$ cat config.mk
export PLATFORM = sky130hd
export DESIGN_NAME = irq_router
export DESIGN_NICKNAME = d
export VERILOG_FILES = /design/src/rtl/irq_router_pkg.sv /design/src/rtl/irq_sync.sv /design/src/rtl/irq_regs.sv /design/src/rtl/irq_outgen.sv /design/src/rtl/irq_router.sv
export SDC_FILE = /design/constraint.sdc
export NUM_CORES = 1
export LEC_CHECK = 0
export ABC_AREA = 1
export BUFFER_PORTS_ARGS = -buffer_cell sky130_fd_sc_hd__buf_2
export CAP_MARGIN = 10
export CORE_MARGIN = 10
export CORE_UTILIZATION = 57
export DETAILED_ROUTE_END_ITERATION = 6
export GPL_TIMING_DRIVEN = 1
export PLACE_DENSITY = 0.8
export SLEW_MARGIN = 20
export SYNTH_ARGS = -nofsm -noshare
export SYNTH_HDL_FRONTEND = slang
export SYNTH_SLANG_ARGS = --single-unit
$ cat constraint.sdc
create_clock -name clk -period 2.4 [get_ports clk]
set_input_delay 0.6 -clock clk [delete_from_list [all_inputs] [get_ports clk]]
set_output_delay 0.6 -clock clk [all_outputs]
set_load 0.005 [all_outputs]
$ cat src/rtl/irq_router_pkg.sv
package irq_router_pkg;

    localparam int unsigned OFS_LINE0 = 'h00;
    localparam int unsigned OFS_LINE1 = 'h04;
    localparam int unsigned OFS_ROUTE = 'h20;
    localparam int unsigned OFS_RAW   = 'h30;
    localparam int unsigned OFS_SET   = 'h34;
    localparam int unsigned OFS_CLR   = 'h38;

    typedef enum logic [2:0] {
        SEL_NONE,
        SEL_LINE0,
        SEL_LINE1,
        SEL_ROUTE,
        SEL_RAW,
        SEL_SET,
        SEL_CLR
    } reg_sel_e;

endpackage

$ cat src/rtl/irq_sync.sv
module irq_sync #(
    parameter int W      = 32,
    parameter int STAGES = 2
) (
    input  logic         clk,
    input  logic         rst_n,
    input  logic [W-1:0] async_i,
    output logic [W-1:0] sync_o
);

    logic [W-1:0] stage_d [STAGES];
    logic [W-1:0] stage_q [STAGES];

    always_comb begin
        stage_d[0] = async_i;
        for (int i = 1; i < STAGES; i++) begin
            stage_d[i] = stage_q[i-1];
        end
    end

    for (genvar g = 0; g < STAGES; g++) begin : g_stage
        always_ff @(posedge clk or negedge rst_n) begin
            if (!rst_n) begin
                stage_q[g] <= '0;
            end else begin
                stage_q[g] <= stage_d[g];
            end
        end
    end

    assign sync_o = stage_q[STAGES-1];

endmodule

$ cat src/rtl/irq_regs.sv
module irq_regs
    import irq_router_pkg::*;
#(
    parameter int W = 32
) (
    input  logic         clk,
    input  logic         rst_n,
    input  logic         we_i,
    input  reg_sel_e     sel_i,
    input  logic [W-1:0] wdata_i,
    output logic [W-1:0] mask_o,
    output logic [W-1:0] route_o
);

    typedef struct packed {
        logic [W-1:0] mask;
        logic [W-1:0] route;
    } regs_t;

    regs_t r_d, r_q;

    always_comb begin
        r_d = r_q;
        if (we_i) begin
            case (sel_i)
                SEL_SET:   r_d.mask  = r_q.mask | wdata_i;
                SEL_CLR:   r_d.mask  = r_q.mask & ~wdata_i;
                SEL_ROUTE: r_d.route = wdata_i;
                default:   r_d = r_q;
            endcase
        end
    end

    always_ff @(posedge clk or negedge rst_n) begin
        if (!rst_n) begin
            r_q <= '0;
        end else begin
            r_q <= r_d;
        end
    end

    assign mask_o  = r_q.mask;
    assign route_o = r_q.route;

endmodule

$ cat src/rtl/irq_outgen.sv
module irq_outgen #(
    parameter int W = 32
) (
    input  logic         clk,
    input  logic         rst_n,
    input  logic [W-1:0] raw_i,
    input  logic [W-1:0] mask_i,
    input  logic [W-1:0] route_i,
    output logic [W-1:0] stat0_o,
    output logic [W-1:0] stat1_o,
    output logic [1:0]   irq_o
);

    localparam int GLB = W - 1;
    localparam logic [W-1:0] SRC_ONLY = ~(W'(1) << GLB);

    typedef struct packed {
        logic [1:0] line;
    } out_t;

    out_t o_d, o_q;
    logic [W-1:0] qual;
    logic         master;

    always_comb begin
        master  = mask_i[GLB];
        qual    = raw_i & mask_i & SRC_ONLY;
        stat0_o = qual & ~route_i;
        stat1_o = qual & route_i;
        o_d.line[0] = master & (|stat0_o);
        o_d.line[1] = master & (|stat1_o);
    end

    always_ff @(posedge clk or negedge rst_n) begin
        if (!rst_n) begin
            o_q <= '0;
        end else begin
            o_q <= o_d;
        end
    end

    assign irq_o = o_q.line;

endmodule

$ cat src/rtl/irq_router.sv
module irq_router
    import irq_router_pkg::*;
#(
    parameter int W           = 32,
    parameter int ADDR_W      = 8,
    parameter int SYNC_STAGES = 2
) (
    input  logic              clk,
    input  logic              rst_n,
    input  logic [W-1:0]      src_i,
    input  logic [ADDR_W-1:0] reg_addr_i,
    input  logic              reg_we_i,
    input  logic [W-1:0]      reg_wdata_i,
    output logic [W-1:0]      reg_rdata_o,
    output logic [1:0]        irq_o
);

    reg_sel_e     sel;
    logic [W-1:0] raw_w;
    logic [W-1:0] mask_w;
    logic [W-1:0] route_w;
    logic [W-1:0] stat0_w;
    logic [W-1:0] stat1_w;

    always_comb begin
        if (reg_addr_i == ADDR_W'(OFS_LINE0))      sel = SEL_LINE0;
        else if (reg_addr_i == ADDR_W'(OFS_LINE1)) sel = SEL_LINE1;
        else if (reg_addr_i == ADDR_W'(OFS_ROUTE)) sel = SEL_ROUTE;
        else if (reg_addr_i == ADDR_W'(OFS_RAW))   sel = SEL_RAW;
        else if (reg_addr_i == ADDR_W'(OFS_SET))   sel = SEL_SET;
        else if (reg_addr_i == ADDR_W'(OFS_CLR))   sel = SEL_CLR;
        else                                       sel = SEL_NONE;
    end

    irq_sync #(.W(W), .STAGES(SYNC_STAGES)) u_sync (
        .clk     (clk),
        .rst_n   (rst_n),
        .async_i (src_i),
        .sync_o  (raw_w)
    );

    irq_regs #(.W(W)) u_regs (
        .clk     (clk),
        .rst_n   (rst_n),
        .we_i    (reg_we_i),
        .sel_i   (sel),
        .wdata_i (reg_wdata_i),
        .mask_o  (mask_w),
        .route_o (route_w)
    );

    irq_outgen #(.W(W)) u_out (
        .clk     (clk),
        .rst_n   (rst_n),
        .raw_i   (raw_w),
        .mask_i  (mask_w),
        .route_i (route_w),
        .stat0_o (stat0_w),
        .stat1_o (stat1_w),
        .irq_o   (irq_o)
    );

    always_comb begin
        case (sel)
            SEL_LINE0:        reg_rdata_o = stat0_w;
            SEL_LINE1:        reg_rdata_o = stat1_w;
            SEL_ROUTE:        reg_rdata_o = route_w;
            SEL_RAW:          reg_rdata_o = raw_w;
            SEL_SET, SEL_CLR: reg_rdata_o = mask_w;
            default:          reg_rdata_o = '0;
        endcase
    end

endmodule

### After elaboration in Yosys (flattened, before gate mapping)

Index checks and enable logic that the tools add are counted.

| storage, ports and cells | value |
|---|---|
| flip-flop bits (word level) | 130 |
| input port bits | 75 |
| output and inout port bits | 34 |
| logic and storage cells | 40 |

| cells by class | value |
|---|---|
| eq/ne operators | 11 |
| mux-type cells | 8 |
| bitwise gates (word level) | 9 |
| reduce and logical (&&, ||, !) cells | 7 |

Operators by type and width:

| kind | number |
|---|---|
| 32-bit case mux with 5 select lines | 1 |
| 31-bit by 32-bit AND with 32-bit output | 2 |
| 32-bit NOT | 2 |
| 32-bit case mux with 2 select lines | 1 |
| 32-bit OR reduction | 2 |
| 32-bit AND | 1 |
| 8-bit by 6-bit equality test with 1-bit output, second input constant | 4 |
| 32-bit bitwise OR | 1 |
| 31-bit AND | 1 |
| 3-bit 2-to-1 mux | 6 |
| 3-bit equality test, second input constant | 3 |
| 8-bit by 3-bit equality test with 1-bit output, second input constant | 1 |
| 8-bit zero test | 1 |
| 3-bit by 2-bit equality test with 1-bit output, second input constant | 2 |
| 2-bit AND reduction | 2 |
| 3-bit by 1-bit equality test with 1-bit output, second input constant | 1 |
| 1-bit AND | 2 |
| 2-bit nonzero test | 1 |
| 2-bit OR reduction | 1 |

### Depth between registers and ports, before layout

Gate-level depths: netlist of the first run.

| logic depth | value |
|---|---|
| word-level depth | 10 |
| depth in mapped cells | 10 |
| mapped depth without buffers | 9 |

### Cells and area by module

A second synthesis of the first run with hierarchy kept.

| unflattened totals | value |
|---|---|
| cell total of the unflattened synthesis | 943 |
| area total of the unflattened synthesis | 6977.9 sq um |

By module, submodules not included:

| module | instances | cells each | area an instance (sq um) | sequential area each (sq um) |
|---|---|---|---|---|
| irq_regs | 1 | 324 | 2850.2 | 1601.5 |
| irq_sync | 1 | 64 | 1601.5 | 1601.5 |
| irq_router | 1 | 346 | 1555.2 | 0.0 |
| irq_outgen | 1 | 209 | 970.9 | 50.0 |

### Worst setup path after synthesis of the first run

No wires, ideal clock.

| path | value |
|---|---|
| path kind | input -> output |
| start | input port reg_addr_i[3] |
| end | output port reg_rdata_o[1] |
| arrival | 1458 ps |
| data required time | 1800 ps |
| path slack | 342 ps |
| stages on the path | 10 |
| path buffers | 1 |
| path through | inv_1 nand2_1 nor2_1 nand2_1 nand2_4 buf_4 nand2_1 o21ai_0 nor2_1 nand2_1 |

| between the ends | value |
|---|---|
| cells in the longest elaborated chain, start to end | 10 |
| elaborated cells between the ends (all ways) | 20 |
| those cells by class | 11 x eq/ne; 7 x mux; 2 x reduce/logical |

Ends and longest elaborated chain:

| item | line | source |
|---|---|---|
| start: declaration | irq_router.sv:11 | `input logic [ADDR_W-1:0] reg_addr_i,` |
| 8-bit by 6-bit equality test with 1-bit output | irq_router.sv:31 | `else if (reg_addr_i == ADDR_W'(OFS_CLR)) sel = SEL_CLR;` |
| 3-bit 2-to-1 mux | irq_router.sv:31 |  |
| 3-bit 2-to-1 mux | irq_router.sv:30 | `else if (reg_addr_i == ADDR_W'(OFS_SET)) sel = SEL_SET;` |
| 3-bit 2-to-1 mux | irq_router.sv:29 | `else if (reg_addr_i == ADDR_W'(OFS_RAW)) sel = SEL_RAW;` |
| 3-bit 2-to-1 mux | irq_router.sv:28 | `else if (reg_addr_i == ADDR_W'(OFS_ROUTE)) sel = SEL_ROUTE;` |
| 3-bit 2-to-1 mux | irq_router.sv:27 | `else if (reg_addr_i == ADDR_W'(OFS_LINE1)) sel = SEL_LINE1;` |
| 3-bit 2-to-1 mux (*) | irq_router.sv:26 | `if (reg_addr_i == ADDR_W'(OFS_LINE0)) sel = SEL_LINE0;` |
| 3-bit equality test | irq_router.sv:64 | `case (sel)` |
| 2-bit OR reduction | irq_router.sv:64 |  |
| 32-bit case mux with 5 select lines (*) | irq_router.sv:64 |  |
| end: declaration | irq_router.sv:14 | `output logic [W-1:0] reg_rdata_o,` |

Every way passes the cells marked *; elsewhere a longest branch is shown, timed or not.

### Worst setup path in the final report of the first run

| path | value |
|---|---|
| start | input port reg_addr_i[2] |
| end | output port reg_rdata_o[26] |

Same word-level chain as after synthesis.

==> qor.log, run 1 <==
INFO  sta            slew_headroom=69.9%
INFO  setup_path     crit_required=1800ps
INFO  setup_path     worstPathMaxFanout=11
INFO  route          final_antenna_net_count=0
INFO  clock_network  clk_pin_slew_worst_paths=60ps
INFO  route          drt_pre_antenna_iters=7
INFO  setup_path     worst_setup_path_start_kind=input port
INFO  die            die_width=124microns
INFO  die            core_area=0.0104sqmm
INFO  logic_synthesis syn_area_per_cell=8.42squm
INFO  setup_path     timing.critical_path.arrival=1930ps
INFO  setup_path     worst-setup-path-type=in -> out
INFO  clock_network  tritoncts=built
INFO  die            dieArea=0.0154sqmm
INFO  sta            setup_viol=31
INFO  finish         final.fill_count=660
INFO  die            initial_core_util=59.3%
INFO  route          dr_total_vias=6104
INFO  clock_network  total_clock_buffers_created_by_cts=17
INFO  route          number_of_violations_reported_at_the_end_of_detailed_routing_iteration_0=772
INFO  logic_synthesis synth_largest_type_area_fraction=52.7%
INFO  logic_synthesis synthesis.nets=808
INFO  finish         post_route_cells_drive_above_1_share=32.3%
INFO  logic_synthesis yosys_warnings=0
INFO  logic_synthesis synth_seq_area_share=52.7%
INFO  route          detail_route.vias_per_cell=5.92
INFO  setup_path     critical_path.max_stage_delay=240ps
INFO  pwr            p_leak=4.16nW
INFO  clock_network  cts.root.buffer_cell=sky130_fd_sc_hd__clkbuf_8
INFO  sta            post-route-worst-setup-slack=-128ps
INFO  sta            fmax=396MHz
INFO  outcome        failed_checks=design-rule violations, negative setup slack
INFO  grt            initial_antenna_violation_count=0
INFO  pwr            power.density=660mW/mm^2
INFO  logic_synthesis cell_count_after_synthesis=733
INFO  grt            grt_use_total=24.8%
INFO  pwr            totalPowerFinal=0.00540W
INFO  finish         most-common-layout-cells=174 x sky130_fd_sc_hd__nand2_1, 130 x sky130_fd_sc_hd__dfrtp_1, 100 x sky130_fd_sc_hd__buf_2
INFO  grt            grt_pass1_wl=29800microns
INFO  sta            fin_worst_hold_slack=160ps
INFO  grt            pin_count_of_the_biggest_net_entering_global_routing=64
INFO  pwr            ir_drop=0.000575V
INFO  setup_path     critPathSlowestCell=sky130_fd_sc_hd__nor2_1
INFO  clock_network  cts_max_path_buffers=2
INFO  sta            final-max-slew-violation-count=0
INFO  outcome        run_status=finished with violations
INFO  sta            worst_slew_pin_slew=448ps
INFO  route          drcViolationCount=1
INFO  logic_synthesis synth_top_area_cell=sky130_fd_sc_hd__dfrtp_1
INFO  sta            timing.clock.skew=5.21ps
INFO  clock_network  numClockSinks=130
INFO  grt            first_global_vias=6238
INFO  sta            grt_setup_unrepaired=yes
INFO  clock_network  insertion_delay=540ps
INFO  grt            gr-total-overflow=0
INFO  finish         insertedDiodeCount=0
INFO  job            drv.max_cap_violation_count=0
INFO  finish         leading_cell_type_in_the_layout_fill_and_taps_excluded=sky130_fd_sc_hd__nand2_1
INFO  min_path       hp-class=in -> reg
INFO  die            floorplan.rows=37
INFO  sta            period_needed=2530ps
INFO  logic_synthesis yosys-top-cells-area=sky130_fd_sc_hd__dfrtp_1 53%, sky130_fd_sc_hd__nand2_1 12%, sky130_fd_sc_hd__o21ai_2 5.7%
INFO  setup_path     r2r_slack=1020ps
INFO  logic_synthesis synth_cell_types=24
INFO  logic_synthesis synth.ff_latch_count=130
INFO  place          io_buffer_count=108
INFO  route          detailed_route_wire_length_per_cell=19.5microns
INFO  die            die_height=124microns
INFO  place          weighted_congestion_reported_at_the_end_of_routability_driven_placement=0.890
INFO  place          dp_hpwl=12300microns
INFO  sta            timing_hold_violations_final=0
INFO  route          routed_wirelength=20100microns
INFO  sta            post-route-period-util=105%
INFO  setup_path     critical_path_capture_point_type=primary output
INFO  logic_synthesis syn-cell-area=0.00617sqmm
INFO  finish         area_delta_synth_final=32.7%
INFO  setup_path     critical_path.cell_chain=buf_6 -> inv_2 -> nand2_1 -> nor2_1 -> nand2_4 -> nand2_8 -> buf_6 -> buf_16 -> nand2_1 -> nand4_1 -> buf_2
INFO  place          dp_worst_setup_slack=-92.9ps
INFO  die            ios=109
INFO  finish         final_nets=957
INFO  clock_network  cts-htree-levels=4
[cell families (layout without fill, tap and decap cells)]
logic type	count (synthesis)	after routing	share of synthesized area, %
compound gates	119	119	12.6
buf+inv	113	274	8.21
flops	130	130	52.7
simple gates	371	372	26.5
[where the power goes]
group          total [W]  leakage, nW  switching (W)  internal [W]
combinational   0.000419         2.25       0.000256      0.000163
clock            0.00253        0.273       0.000996       0.00153
sequential       0.00245         1.64       0.000125       0.00233
total            0.00540         4.16        0.00138       0.00402
[routing by layer]
layer,track usage (%),wire length [microns],up-vias
li1,-,-,2736
met1,28.8,7550,2912
met2,41.9,10200,391
met3,6.70,1810,65
met4,11.7,532,0
met5,0,0,-
[final timing paths]
path / from / endpoint / cells past startpoint
min in group asynchronous: rst_n / u_regs.route_o[15] / 2
setup / recovery: reg_addr_i[2] / reg_rdata_o[26] / 11
max in group asynchronous: rst_n / u_sync.sync_o[2] / 3
hold / removal: src_i[31] / u_sync.stage_d[31] / 1
setup reg to reg: register / u_out.irq_o[0] / 6
hold reg to reg: u_sync.stage_d[4] / u_sync.sync_o[4] / 0
[timing repair]
| action | 4_1_cts | 5_1_grt |
|---|---|---|
| pin swaps | 5 | 31 |
| hold endpoints to repair | 18 | 0 |
| setup buffers | 11 | 8 |
| gates cloned | 2 | 5 |
| setup endpoints to repair | 32 | 32 |
| resized for setup | 30 | 78 |
| hold buffers | 1 | 0 |
[synthesized netlist by cell type]
| cell | number |
|---|---|
| sky130_fd_sc_hd__o21bai_1 | 1 |
| sky130_fd_sc_hd__inv_4 | 1 |
| sky130_fd_sc_hd__nand2_2 | 3 |
| sky130_fd_sc_hd__inv_2 | 4 |
| sky130_fd_sc_hd__clkbuf_1 | 10 |
| sky130_fd_sc_hd__buf_4 | 4 |
| sky130_fd_sc_hd__nor3b_1 | 1 |
| sky130_fd_sc_hd__nand3_1 | 60 |
| sky130_fd_sc_hd__nand2_1 | 200 |
| sky130_fd_sc_hd__a21oi_1 | 2 |
| sky130_fd_sc_hd__nor2_2 | 2 |
| sky130_fd_sc_hd__o21ai_2 | 40 |
| sky130_fd_sc_hd__or2_0 | 3 |
| sky130_fd_sc_hd__nor2_1 | 48 |
| sky130_fd_sc_hd__buf_2 | 10 |
| sky130_fd_sc_hd__o22ai_1 | 23 |
| sky130_fd_sc_hd__buf_6 | 7 |
| sky130_fd_sc_hd__nand2_4 | 3 |
| sky130_fd_sc_hd__o21ai_1 | 22 |
| sky130_fd_sc_hd__inv_1 | 77 |
| sky130_fd_sc_hd__dfrtp_1 | 130 |
| sky130_fd_sc_hd__nor3_1 | 5 |
| sky130_fd_sc_hd__nand4_1 | 46 |
| sky130_fd_sc_hd__o21ai_0 | 31 |
[critical path, delay by kind of cell]
family / cells / cell delay [ps]
buffers and inverters: 5 / 560
and+or+nand+nor: 6 / 780
[cell type report]
cell class	count	area (sq um)	area share, %
tap	136	170	2.08
sequential	130	3250	39.7
multi-input combinational	491	2620	32.0
clock buffer	20	445	5.44
clock inverter	12	131	1.60
timing repair inverter	1	16.3	0.199
inverter	82	330	4.03
timing repair buffer	159	1220	14.9
[through the flow]
stage	setup TNS (ps)	cell area, sq um	util, %	cells
final	-2200	8190	78.6	1031
after floorplan	0	6170	-	733
after global routing	-4520	8190	78.6	1031
after CTS	-1.87	7810	75.0	1019
after detailed placement	-2010	7010	67.3	974
after global placement	-281	7010	67.3	974
No activity file was read; power rests on OpenSTA's default activity.
==> run 2, diff against run 1 <==
- ABC_AREA: 1 -> default
- CORE_MARGIN: 10 -> default
==> qor.log, run 2 <==
INFO  finish         insertedDiodeCount=0 [unchanged]
INFO  clock_network  numClockSinks=130 [unchanged]
INFO  grt            gr-total-overflow=0 [unchanged]
INFO  die            die_width=105microns [-16%]
INFO  logic_synthesis cell_count_after_synthesis=557 [-24%]
INFO  clock_network  insertion_delay=550ps [about the same]
INFO  die            core_area=0.0103sqmm [-1.3%]
INFO  pwr            ir_drop=0.000791V [+38%]
INFO  place          dpl-instance-area=0.00691sqmm [-1.5%]
INFO  finish         final-instance-count-excl-fill=836 [-19%]
INFO  logic_synthesis ys_top_cells_by_count=130 x sky130_fd_sc_hd__dfrtp_1, 92 x sky130_fd_sc_hd__nand2_1, 33 x sky130_fd_sc_hd__inv_1, 33 x sky130_fd_sc_hd__nand3_1, 32 x sky130_fd_sc_hd__mux2i_1
INFO  logic_synthesis synth_top_area_cell=sky130_fd_sc_hd__dfrtp_1
INFO  finish         final_nets=762 [-20%]
INFO  grt            first_global_vias=5371 [-14%]
INFO  grt            grt_use_total=34.5% [+9.7 points]
INFO  sta            fmax=406MHz [+2.7%]
INFO  grt            pin_count_of_the_biggest_net_entering_global_routing=38 [-41%]
INFO  setup_path     critical_path.cell_chain=buf_6 -> buf_6 -> and3b_2 -> buf_12 -> buf_16 -> a221oi_2 -> o22ai_1 -> buf_2
INFO  setup_path     worstPathMaxFanout=6 [-5]
INFO  finish         final_area=0.00793sqmm [-3.2%]
INFO  outcome        failed_checks=negative setup slack
INFO  finish         most-common-layout-cells=130 x sky130_fd_sc_hd__dfrtp_1, 103 x sky130_fd_sc_hd__buf_2, 92 x sky130_fd_sc_hd__nand2_1
INFO  clock_network  cts-htree-levels=4 [unchanged]
INFO  route          dr_total_vias=5228 [-14%]
INFO  die            initial_core_util=58.4% [-0.82 points]
INFO  setup_path     worst_setup_path_start_kind=input port
INFO  logic_synthesis synth_edf_count=0 [unchanged]
INFO  finish         final.fill_count=605 [-8.3%]
INFO  place          post-place-cells=794 [-18%]
INFO  logic_synthesis synth_seq_area_share=54.2% [+1.5 points]
INFO  route          detail_route.vias_per_cell=6.25 [+5.6%]
INFO  sta            timing_hold_violations_final=0 [unchanged]
INFO  pwr            power.combinational.fraction=8.2% [+0.4 points]
INFO  finish         post_route_cells_drive_above_1_share=30.7% [-1.6 points]
INFO  pwr            power.sequential.fraction=44.6% [-0.8 points]
INFO  pwr            totalPowerFinal=0.00533W [-1.4%]
INFO  route          drcViolationCount=0 [-1]
INFO  setup_path     critPathSlowestCell=sky130_fd_sc_hd__and3b_2
INFO  pwr            power.density=672mW/mm^2 [+1.9%]
INFO  finish         multi_input_area=0.00269sqmm [+2.7%]
INFO  die            die_height=105microns [-16%]
INFO  logic_synthesis asyncSetResetFlopFracSynth=100% [unchanged]
INFO  logic_synthesis synth_cell_types=36 [+50%]
INFO  logic_synthesis yosys_warnings=0 [unchanged]
INFO  sta            post-route-period-util=103% [-2.7 points]
INFO  sta            grt_setup_unrepaired=yes
INFO  sta            final-max-slew-violation-count=0 [unchanged]
INFO  sta            worst_slew_pin_slew=551ps [+103 ps]
INFO  outcome        run_status=finished with violations
INFO  finish         leading_cell_type_in_the_layout_fill_and_taps_excluded=sky130_fd_sc_hd__dfrtp_1
INFO  grt            grt_pass1_wl=28000microns [-6.2%]
INFO  clock_network  total_clock_buffers_created_by_cts=17 [unchanged]
INFO  setup_path     critical_path_capture_point_type=primary output
INFO  setup_path     timing.critical_path.buf_inv=5 [unchanged]
INFO  setup_path     crit_top_cell=sky130_fd_sc_hd__buf_6
INFO  logic_synthesis synth.ff_latch_count=130 [unchanged]
INFO  setup_path     category_of_cells_accounting_for_the_largest_share_of_critical_path_delay=buffers and inverters
INFO  sta            fin_worst_hold_slack=30.3ps [-130 ps]
INFO  sta            slew_headroom=63.3% [-6.6 points]
INFO  die            ios=109 [unchanged]
INFO  setup_path     worst-setup-path-type=in -> out
INFO  logic_synthesis syn-cell-area=0.00601sqmm [-2.7%]
INFO  die            dieArea=0.0110sqmm [-29%]
INFO  logic_synthesis syn_area_per_cell=10.8squm [+28%]
INFO  place          io_buffer_count=108 [unchanged]
INFO  place          dp_hpwl=10700microns [-13%]
INFO  sta            setup_viol=18 [-42%]
INFO  pwr            power_switching=0.00131W [-4.7%]
INFO  sta            post-route-worst-setup-slack=-63.1ps [+65.3 ps]
INFO  clock_network  postCtsHoldBufs=0 [-1]
INFO  route          routed_wirelength=18000microns [-10%]
INFO  min_path       hp-class=in -> async
INFO  clock_network  cts.root.buffer_cell=sky130_fd_sc_hd__clkbuf_8
INFO  sta            timing.clock.skew=8.67ps [+3.46 ps]
INFO  pwr            share_clk_of_total_power=47.3% [+0.5 points]
INFO  route          number_of_violations_reported_at_the_end_of_detailed_routing_iteration_0=532 [-31%]
INFO  route          detailed_route_wire_length_per_cell=21.6microns [+11%]
INFO  clock_network  cts_max_path_buffers=2 [unchanged]
INFO  pwr            internal-power=0.00401W [-0.27%]
INFO  setup_path     timing.critical_path.arrival=1860ps [-70 ps]
INFO  place          weighted_congestion_reported_at_the_end_of_routability_driven_placement=0.872 [-2.1%]
INFO  logic_synthesis post-synth-top-count-cell=sky130_fd_sc_hd__dfrtp_1
INFO  pwr            p_leak=3.88nW [-6.7%]
INFO  finish         area_delta_synth_final=32.0%
INFO  logic_synthesis yosys-top-cells-area=sky130_fd_sc_hd__dfrtp_1 54%, sky130_fd_sc_hd__nand2_1 5.8%, sky130_fd_sc_hd__mux2_1 5.6%
INFO  finish         postLayoutCoreUtil=77.1% [-1.5 points]
INFO  logic_synthesis synthesis.nets=632 [-22%]
INFO  setup_path     crit_required=1800ps [about the same]
INFO  grt            initial_antenna_violation_count=0 [unchanged]
INFO  pwr            swShare=24.6% [-0.85 points]
INFO  job            drv.max_cap_violation_count=0 [unchanged]
INFO  clock_network  clk_pin_slew_worst_paths=60ps [about the same]
INFO  setup_path     critical_path.max_stage_delay=250ps [about the same]
INFO  finish         sequential_cell_area=0.00325sqmm [unchanged]
INFO  logic_synthesis synth_largest_type_area_fraction=54.2% [+1.5 points]
INFO  clock_network  tritoncts=built
INFO  route          final_antenna_net_count=0 [unchanged]
INFO  sta            period_needed=2460ps [-65.3 ps]
INFO  logic_synthesis ys_dominant_reg_cell=sky130_fd_sc_hd__dfrtp_1
INFO  die            floorplan.rows=37 [unchanged]
INFO  route          drt_pre_antenna_iters=6 [-1]
## run 2: path summary, 6_finish.rpt
check                                   startpoint                end  slack (ps)  cells after the start
worst max-delay path                 reg_addr_i[5]     reg_rdata_o[3]         -60                      8
worst min-delay path                         rst_n   u_sync.sync_o[2]          30                      1
worst max register to register  u_regs.route_o[11]     u_out.irq_o[1]         990                      4
worst min register to register  u_sync.stage_d[27]  u_sync.sync_o[27]         350                      0
max in group asynchronous                    rst_n  u_sync.sync_o[20]        1780                      2
min in group clk                          src_i[9]  u_sync.stage_d[9]         160                      1
## run 2: layout make-up
cell class	instances	area share (%)
repair buffers	142	14.0
inverters	33	1.56
clock buffers	19	5.57
flip-flops and latches	130	41.0
multi-input cells	363	34.0
clock inverters	13	1.72
well taps	136	2.15
## run 2: metal layers
metal / up-vias / part of all wire [%] / GRT usage [%]
met3: 77 / 11 / 12.5
met2: 367 / 48 / 52.7
met1: 2547 / 37 / 42.2
li1: 2237 / - / -
met5: - / 0 / 0
met4: 0 / 4.2 / 20.3
## run 2: power by group through the flow
stage | Combinational, W | Clock (W) | Sequential [W]
floorplan | 0.000169 | 0 | 0.00238
finish | 0.000435 | 0.00252 | 0.00237
CTS | 0.000417 | 0.00252 | 0.00236
global placement | 0.000358 | 0 | 0.00239
detailed placement | 0.000374 | 0 | 0.00240
global route | 0.000470 | 0.00262 | 0.00238
## run 2: what timing repair did
action,in CTS,in global routing
setup buffers,6,0
endpoints found under the setup margin,32,32
pin swaps,22,6
resized for setup,57,20
cloned,4,0
## run 2: kinds of logic (layout without fill, tap and decap cells)
family | Yosys count | in the layout | share of synthesized area, %
compound gates | 111 | 111 | 13.0
xor+xnor | 31 | 31 | 4.52
buf+inv | 64 | 207 | 4.60
flops | 130 | 130 | 54.2
mux | 64 | 64 | 11.3
simple gates | 157 | 157 | 12.4
## run 2: stage by stage
| step | setup slack, ps | setup TNS [ps] |
|---|---|---|
| 2_1_floorplan | 0.000333 | 0 |
| 3_3_place_gp | -54.0 | -855 |
| 3_5_place_dp | -142 | -2700 |
| 4_1_cts | -31.5 | -73.4 |
| 5_1_grt | -117 | -2180 |
| 6_report | -63.1 | -382 |
